[config.mk]
export PLATFORM = sky130hd
export DESIGN_NAME = sap_top
export DESIGN_NICKNAME = d
export VERILOG_FILES = /design/src/rtl/sap_pkg.sv /design/src/rtl/sap_edge.sv /design/src/rtl/sap_rx.sv /design/src/rtl/sap_tx.sv /design/src/rtl/sap_top.sv
export SDC_FILE = /design/constraint.sdc
export NUM_CORES = 1
export LEC_CHECK = 0
export BUFFER_PORTS_ARGS = -buffer_cell sky130_fd_sc_hd__buf_2
export CAP_MARGIN = 20
export CORE_UTILIZATION = 62
export CTS_BUF_LIST = sky130_fd_sc_hd__clkbuf_16
export DETAILED_ROUTE_END_ITERATION = 10
export HOLD_SLACK_MARGIN = 0.06
export PLACE_DENSITY = 0.87
export SYNTH_ARGS = -nofsm -noshare
export SYNTH_HDL_FRONTEND = slang
export SYNTH_SLANG_ARGS = --single-unit
[constraint.sdc]
create_clock -name clk -period 7.7 [get_ports clk]
set_clock_uncertainty 0.15 [all_clocks]
set_input_delay 0.77 -clock clk [delete_from_list [all_inputs] [get_ports clk]]
set_output_delay 0.77 -clock clk [all_outputs]
set_load 0.01 [all_outputs]
[src/rtl/sap_pkg.sv]
`timescale 1ns/1ps
package sap_pkg;
    localparam logic [1:0] FMT_MSB   = 2'd0;
    localparam logic [1:0] FMT_LSB20 = 2'd1;
    localparam logic [1:0] FMT_LSB24 = 2'd2;
    localparam logic [1:0] FMT_DLY   = 2'd3;

    localparam logic [1:0] LOOP_LOW  = 2'd1;
    localparam logic [1:0] LOOP_HIGH = 2'd2;

    typedef enum logic [1:0] {
        ST_HUNT  = 2'd0,
        ST_LEFT  = 2'd1,
        ST_RIGHT = 2'd2
    } rx_state_e;
endpackage

[src/rtl/sap_edge.sv]
`timescale 1ns/1ps
module sap_edge #(
    parameter int SLOTS = 32,
    parameter int POSW  = $clog2(SLOTS) + 1
) (
    input  logic            clk,
    input  logic            rst_n,
    input  logic            bclk,
    input  logic            fclk,
    output logic            rise,
    output logic            fall,
    output logic            lr,
    output logic            half_start,
    output logic [POSW-1:0] pos,
    output logic [POSW-1:0] next_pos
);
    localparam logic [POSW-1:0] POS_MAX = '1;

    logic            bclk_q, bclk_q2, lr_last;
    logic [POSW-1:0] cnt, cnt_inc;

    always_ff @(posedge clk or negedge rst_n) begin
        if (!rst_n) begin
            bclk_q  <= 1'b0;
            bclk_q2 <= 1'b0;
            lr      <= 1'b0;
        end else begin
            bclk_q  <= bclk;
            bclk_q2 <= bclk_q;
            lr      <= fclk;
        end
    end

    assign rise       = bclk_q & ~bclk_q2;
    assign fall       = ~bclk_q & bclk_q2;
    assign half_start = (lr != lr_last);
    assign cnt_inc    = (cnt == POS_MAX) ? cnt : cnt + 1'b1;
    assign pos        = half_start ? '0 : cnt_inc;
    assign next_pos   = half_start ? '0 : cnt_inc;

    always_ff @(posedge clk or negedge rst_n) begin
        if (!rst_n) begin
            lr_last <= 1'b0;
            cnt     <= POS_MAX;
        end else if (rise) begin
            lr_last <= lr;
            cnt     <= pos;
        end
    end
endmodule

[src/rtl/sap_rx.sv]
`timescale 1ns/1ps
module sap_rx
    import sap_pkg::*;
#(
    parameter int W       = 24,
    parameter int SLOTS   = 32,
    parameter int LANES   = 3,
    parameter int SHORT_W = 20,
    parameter int POSW    = $clog2(SLOTS) + 1
) (
    input  logic                 clk,
    input  logic                 rst_n,
    input  logic                 rise,
    input  logic                 half_start,
    input  logic [POSW-1:0]      pos,
    input  logic                 lr,
    input  logic [1:0]           fmt,
    input  logic [LANES-1:0]     lane_bit,
    output logic [LANES*2*W-1:0] words,
    output logic                 valid
);
    rx_state_e state, state_nx;
    logic      take, new_left, edge_now;

    assign edge_now = rise & half_start;
    assign new_left = (fmt == FMT_DLY) ? ~lr : lr;

    always_comb begin
        case (fmt)
            FMT_MSB:   take = pos < POSW'(W);
            FMT_LSB20: take = (pos >= POSW'(SLOTS - SHORT_W)) && (pos < POSW'(SLOTS));
            FMT_LSB24: take = (pos >= POSW'(SLOTS - W)) && (pos < POSW'(SLOTS));
            default:   take = (pos >= POSW'(1)) && (pos <= POSW'(W));
        endcase
    end

    // state register
    always_ff @(posedge clk or negedge rst_n) begin
        if (!rst_n) state <= ST_HUNT;
        else        state <= state_nx;
    end

    always_comb begin
        state_nx = state;
        if (edge_now) begin
            unique case (state)
                ST_HUNT:  state_nx = new_left ? ST_LEFT : ST_HUNT;
                ST_LEFT:  state_nx = new_left ? ST_LEFT : ST_RIGHT;
                ST_RIGHT: state_nx = new_left ? ST_LEFT : ST_HUNT;
                default:  state_nx = ST_HUNT;
            endcase
        end
    end

    // outputs
    always_ff @(posedge clk or negedge rst_n) begin
        if (!rst_n) valid <= 1'b0;
        else        valid <= edge_now && (state == ST_RIGHT) && new_left;
    end

    for (genvar g = 0; g < LANES; g++) begin : g_lane
        logic [W-1:0] sr, base, aligned, stage_l, word_l, word_r;
        assign base    = half_start ? '0 : sr;
        assign aligned = (fmt == FMT_LSB20) ? (sr << (W - SHORT_W)) : sr;

        always_ff @(posedge clk or negedge rst_n) begin
            if (!rst_n)    sr <= '0;
            else if (rise) sr <= take ? {base[W-2:0], lane_bit[g]} : base;
        end

        always_ff @(posedge clk or negedge rst_n) begin
            if (!rst_n) begin
                stage_l <= '0;
                word_l  <= '0;
                word_r  <= '0;
            end else if (edge_now && state == ST_LEFT && !new_left) begin
                stage_l <= aligned;
            end else if (edge_now && state == ST_RIGHT && new_left) begin
                word_l  <= stage_l;
                word_r  <= aligned;
            end
        end

        assign words[(2*g)*W +: W]   = word_l;
        assign words[(2*g+1)*W +: W] = word_r;
    end

    AST_VALID_PULSE: assert property (@(posedge clk) disable iff (!rst_n)
        valid |=> !valid);
    AST_VALID_FROM_RIGHT: assert property (@(posedge clk) disable iff (!rst_n)
        valid |-> $past(state) == ST_RIGHT);
    AST_HUNT_QUIET: assert property (@(posedge clk) disable iff (!rst_n)
        (state == ST_HUNT) |-> !valid);
endmodule

[src/rtl/sap_tx.sv]
`timescale 1ns/1ps
module sap_tx #(
    parameter int W     = 24,
    parameter int SLOTS = 32,
    parameter int POSW  = $clog2(SLOTS) + 1
) (
    input  logic            clk,
    input  logic            rst_n,
    input  logic            fall,
    input  logic            lr,
    input  logic [POSW-1:0] next_pos,
    input  logic            i2s,
    input  logic            aux_sel,
    input  logic            aux_bit,
    input  logic [W-1:0]    word_l,
    input  logic [W-1:0]    word_r,
    output logic            sd
);
    logic         nxt_left, load, in_win;
    logic [W-1:0] hold_l, hold_r, cur, shifted;
    int           shamt;

    assign nxt_left = i2s ? ~lr : lr;
    assign load     = fall && (next_pos == '0) && nxt_left;
    assign cur      = nxt_left ? (load ? word_l : hold_l) : hold_r;

    always_comb begin
        in_win = 1'b0;
        shamt  = 0;
        if (i2s) begin
            if (next_pos >= POSW'(1) && next_pos <= POSW'(W)) begin
                in_win = 1'b1;
                shamt  = W - int'(next_pos);
            end
        end else if (next_pos < POSW'(W)) begin
            in_win = 1'b1;
            shamt  = W - 1 - int'(next_pos);
        end
    end

    assign shifted = cur >> shamt;

    always_ff @(posedge clk or negedge rst_n) begin
        if (!rst_n) begin
            hold_l <= '0;
            hold_r <= '0;
            sd     <= 1'b0;
        end else if (fall) begin
            if (load) begin
                hold_l <= word_l;
                hold_r <= word_r;
            end
            sd <= aux_sel ? aux_bit : (in_win & shifted[0]);
        end
    end

    AST_TX_HOLD: assert property (@(posedge clk) disable iff (!rst_n)
        !fall |=> $stable(sd));
endmodule

[src/rtl/sap_top.sv]
`timescale 1ns/1ps
module sap_top
    import sap_pkg::*;
#(
    parameter int W       = 24,
    parameter int SLOTS   = 32,
    parameter int LANES   = 3,
    parameter int SHORT_W = 20
) (
    input  logic                 clk,
    input  logic                 rst_n,
    input  logic                 bclk,
    input  logic                 fclk,
    input  logic [1:0]           dac_fmt,
    input  logic                 adc_i2s,
    input  logic                 aux_sel,
    input  logic [1:0]           loop_reg,
    input  logic [1:0]           loop_pin,
    input  logic                 par_ctl,
    input  logic [LANES-1:0]     dac_sd,
    input  logic                 aux_sd,
    input  logic [W-1:0]         adc_left,
    input  logic [W-1:0]         adc_right,
    output logic                 adc_sd,
    output logic [LANES*2*W-1:0] dac_words,
    output logic                 dac_valid
);
    localparam int POSW = $clog2(SLOTS) + 1;

    logic            rise, fall, lr, half_start, aux_q;
    logic [POSW-1:0] pos, next_pos;
    logic [LANES-1:0] sd_q, lane_bit;
    logic [1:0]      loop_eff;

    always_ff @(posedge clk or negedge rst_n) begin
        if (!rst_n) begin
            sd_q  <= '0;
            aux_q <= 1'b0;
        end else begin
            sd_q  <= dac_sd;
            aux_q <= aux_sd;
        end
    end

    assign loop_eff = par_ctl ? (loop_reg | loop_pin) : loop_reg;

    for (genvar g = 0; g < LANES; g++) begin : g_route
        if (g == 0) begin : g_low
            assign lane_bit[g] = (loop_eff == LOOP_LOW) ? adc_sd : sd_q[g];
        end else begin : g_high
            assign lane_bit[g] = (loop_eff == LOOP_HIGH) ? adc_sd : sd_q[g];
        end
    end

    sap_edge #(.SLOTS(SLOTS), .POSW(POSW)) u_edge (
        .clk(clk), .rst_n(rst_n), .bclk(bclk), .fclk(fclk),
        .rise(rise), .fall(fall), .lr(lr), .half_start(half_start),
        .pos(pos), .next_pos(next_pos)
    );

    sap_rx #(.W(W), .SLOTS(SLOTS), .LANES(LANES), .SHORT_W(SHORT_W), .POSW(POSW)) u_rx (
        .clk(clk), .rst_n(rst_n), .rise(rise), .half_start(half_start),
        .pos(pos), .lr(lr), .fmt(dac_fmt), .lane_bit(lane_bit),
        .words(dac_words), .valid(dac_valid)
    );

    sap_tx #(.W(W), .SLOTS(SLOTS), .POSW(POSW)) u_tx (
        .clk(clk), .rst_n(rst_n), .fall(fall), .lr(lr), .next_pos(next_pos),
        .i2s(adc_i2s), .aux_sel(aux_sel), .aux_bit(aux_q),
        .word_l(adc_left), .word_r(adc_right), .sd(adc_sd)
    );
endmodule

==> summary.md <==
| Metric | Value |
|---|---|
| Hold crit path type | `primary input to async pin` |
| RR Startpoint | `u_edge.cnt[0]$_DFFE_PN1P_` |
| Top FF cell, synth | `dfrtp_1` |
| Sink Count | `354` |
| FILL cells | `1565` |
| Post-DRT Antenna Nets | `0` |
| Arrival time worst endpoint | `5110 ps` |
| Initial antenna violation count | `0` |
| First-pass GRT wire length | `54.0 mm` |
| Final Slew Violations | `0` |
| Max Fclk | `0.206 GHz` |
| Worst Tran Pin Value | `1090 ps` |
| Startpoint Class | `register` |
| Syn Nets | `1423` |
| Post-synth ARST share | `1.00` |
| Post-placement cell count | `1801` |
| Number of synthesized flops with an enable pin | `0` |
| Post-CTS Resized | `0` |
| PortBufs | `210` |
| Reg2reg path depth | `16` |
| Root Driver | `clkbuf_16` |
| Die area | `24500 µm²` |
| Final worst slack | `2830 ps` |
| Post-CTS setup repair buffer count | `0` |
| Post-CTS Hold Fix Bufs | `0` |
| RSZ-0062 raised after global routing | `false` |
| DPL Wire Length | `21.0 mm` |
| Setup TNS | `0 ps` |
| Drt drc | `0` |
| CP max stage delay | `600 ps` |
| Total vias in the final route | `10.7k` |
| Synth Instances | `1346` |
| Period minus WS final | `4870 ps` |
| Number of diodes | `0` |
| Reg2reg setup slack | `2830 ps` |
| Multi-input combinational cell area | `5520 µm²` |
| Top-Level Pins | `211` |
| Gpl congestion | `0.883` |
| Min Hold Slack | `191 ps` |
| Core footprint | `23500 µm²` |
| Final Hold Fails | `0` |
| CTS Buf Count | `36` |
| # nets final | `1600` |
| Synthesis-stage register bit count | `354` |
| Detailed Route WL | `33.5 mm` |
| Crit end category | `register` |
| Distinct cell type count after synthesis | `74` |
| Worst Setup SP | `u_edge.cnt[0]$_DFFE_PN1P_` |
| Crit path required time | `7950 ps` |
| Status | `complete, no violations` |
| Share of layout cells above drive strength 1 | `0.228` |
| Slowest CP cell | `dfstp_2` |
| Fraction of the yosys area taken by sequential cells | `0.599` |
| Critical Path, Cell by Cell | `ha_1, nand3_1, nor2_2, mux2_2, and2_1, inv_1, ha_1, nand3_1, a211oi_4, buf_4, mux2_1, mux4_1, o22ai_1, a211oi_2, o21bai_1, a22o_1` |
| Synthesized area per cell | `11.0 µm²` |
| # H-tree levels | `2` |
| Setup-failing EPs final | `0` |
| Iter 0 DRT Violations | `801` |
| Worst slack, placed | `2870 ps` |
| Finished Layout Cells | `1867` |
| Vias per inst | `5.71` |
| Leakage | `0.00868 µW` |
| Max Root-Sink Buffers | `3` |
| Worst VDD drop | `0.262 mV` |
| Starting Density | `0.631` |
| Die height | `157 µm` |
| GRT Residual Overflow | `0` |
| Row Count | `56` |
| Post-Synthesis Cell Area | `14800 µm²` |
| Seq. cell area | `8870 µm²` |
| GRT Overall Usage | `0.280` |
| Wire per inst | `17.9 µm` |
| RR Endpoint | `u_tx.sd$_DFFE_PN0P_` |
| Final period utilization | `0.632` |
| Cell Pwr Density | `258 nW/µm²` |
| Pre-antenna DRT Iters | `4` |
| Layout area overhead | `16.0%` |
| Vias in the first global route | `10.4k` |
| Setup CP Type | `register to register` |
| Largest net degree at the start of global routing | `144` |
| Relative slew slack | `0.272` |
| Yosys synthesis warning count | `0` |
| Die extent in x | `157 µm` |
| MaxCap Viol Count | `0` |
| CTS tree | `built` |
| Worst-skew pair later-pin latency | `510 ps` |
| CTS clk-pin slew, worst paths | `60 ps` |
| Peak fanout along the critical path | `48` |
==> through the flow <==
step | power, µW | util | cell area [µm²]
5_1_grt | 4610 | 0.732 | 17200
3_5_place_dp | 2820 | 0.682 | 16000
4_1_cts | 4450 | 0.729 | 17100
6_report | 4440 | 0.732 | 17200
3_3_place_gp | 2780 | 0.682 | 16000
2_1_floorplan | 2620 | - | 14800
==> cell usage in the layout, fill, tap and decap left out, types with 8 or more instances in the layout <==
cell type / synthesis / layout
nand2_1: 397 / 397
dfrtp_1: 348 / 348
buf_2: 9 / 209
o21ai_0: 155 / 155
a22o_1: 70 / 70
mux2i_1: 68 / 68
mux2_2: 39 / 39
clkbuf_16: 0 / 38
inv_1: 12 / 23
nand2b_1: 18 / 18
a21oi_1: 13 / 13
nor2_1: 11 / 11
ha_1: 12 / 11
buf_4: 1 / 10
mux2_1: 8 / 8
==> worst max-delay path, delay by kind of cell (launching register included) <==
family | cells | cell delay [ps]
flops | 1 | 600
simple gates | 4 | 680
buf+inv | 2 | 660
compound gates | 5 | 800
fa+ha+maj | 2 | 590
mux | 3 | 1240
==> per-layer routing <==
metal	routed length, µm	part of all wire	global-route usage
met5	0	0	0
met1	14700	0.44	0.389
met2	16300	0.49	0.457
met4	662	0.020	0.0738
met3	1860	0.056	0.0515
==> registers in the layout, summed over array words and instances (netlist names), 2 cells and up <==
register,flops
sd_q,3
u_rx.g_lane.sr,72
u_rx.g_lane.word_l,72
u_tx.hold_l,24
u_rx.g_lane.word_r,72
u_edge.cnt,6
u_rx.state,2
u_rx.g_lane.stage_l,72
u_tx.hold_r,24
==> cells by family (layout without fill, tap and decap cells) <==
group / after synthesis / after routing / share of synthesized area
AND/OR/NAND/NOR: 464 / 464 / 0.128
multiplexers: 128 / 128 / 0.0989
XOR/XNOR: 8 / 8 / 0.00701
adder cells (fa/ha/maj): 12 / 12 / 0.0101
AO/OA/AOI/OAI: 281 / 281 / 0.126
flip-flops: 354 / 354 / 0.599
buffers and inverters: 99 / 301 / 0.0313
==> how the worst max path moves through the flow <==
stage,end,slack [ps],cells past startpoint
6_report,u_tx.sd$_DFFE_PN0P_,2830,16
5_1_grt,u_rx.g_lane[2].sr[10]$_DFFE_PN0P_,2470,16
4_1_cts,u_tx.sd$_DFFE_PN0P_,2850,16
3_5_place_dp,u_tx.sd$_DFFE_PN0P_,2870,16
3_3_place_gp,u_tx.sd$_DFFE_PN0P_,2940,16
2_1_floorplan,u_tx.sd$_DFFE_PN0P_,3550,16
==> area by class of cell <==
class | instances | area share
Inverter | 14 | 0.00306
Multi-Input combinational cell | 893 | 0.321
Clock inverter | 25 | 0.00896
Timing Repair Buffer | 224 | 0.0721
Sequential cell | 354 | 0.516
Tap cell | 319 | 0.0232
Clock buffer | 38 | 0.0553
==> Yosys cell counts, types with 4 or more instances <==
library cell | count | area (µm²)
dfstp_2 | 6 | 158
mux2_1 | 8 | 90.1
nor2_1 | 11 | 41.3
o21ai_0 | 155 | 776
a22o_1 | 70 | 613
nand2b_1 | 18 | 113
ha_1 | 12 | 150
dfrtp_1 | 348 | 8710
mux2_2 | 39 | 439
inv_1 | 12 | 45.0
mux2i_1 | 68 | 681
a21oi_1 | 13 | 65.1
buf_1 | 7 | 26.3
and2_1 | 5 | 31.3
nand3_1 | 6 | 30.0
mux2_4 | 6 | 90.1
nand2_1 | 397 | 1490
nor3_1 | 4 | 20.0
o21ai_1 | 4 | 20.0
buf_6 | 8 | 90.1
clkbuf_1 | 58 | 218
buf_2 | 9 | 45.0
mux4_2 | 4 | 90.1
==> power breakdown <==
part	internal, µW	leakage [µW]	switching (µW)	total [µW]
combinational	302	0.00331	340	642
clock	927	0.000580	709	1640
sequential	2050	0.00479	114	2160
Power figures use the tool's default switching activity.
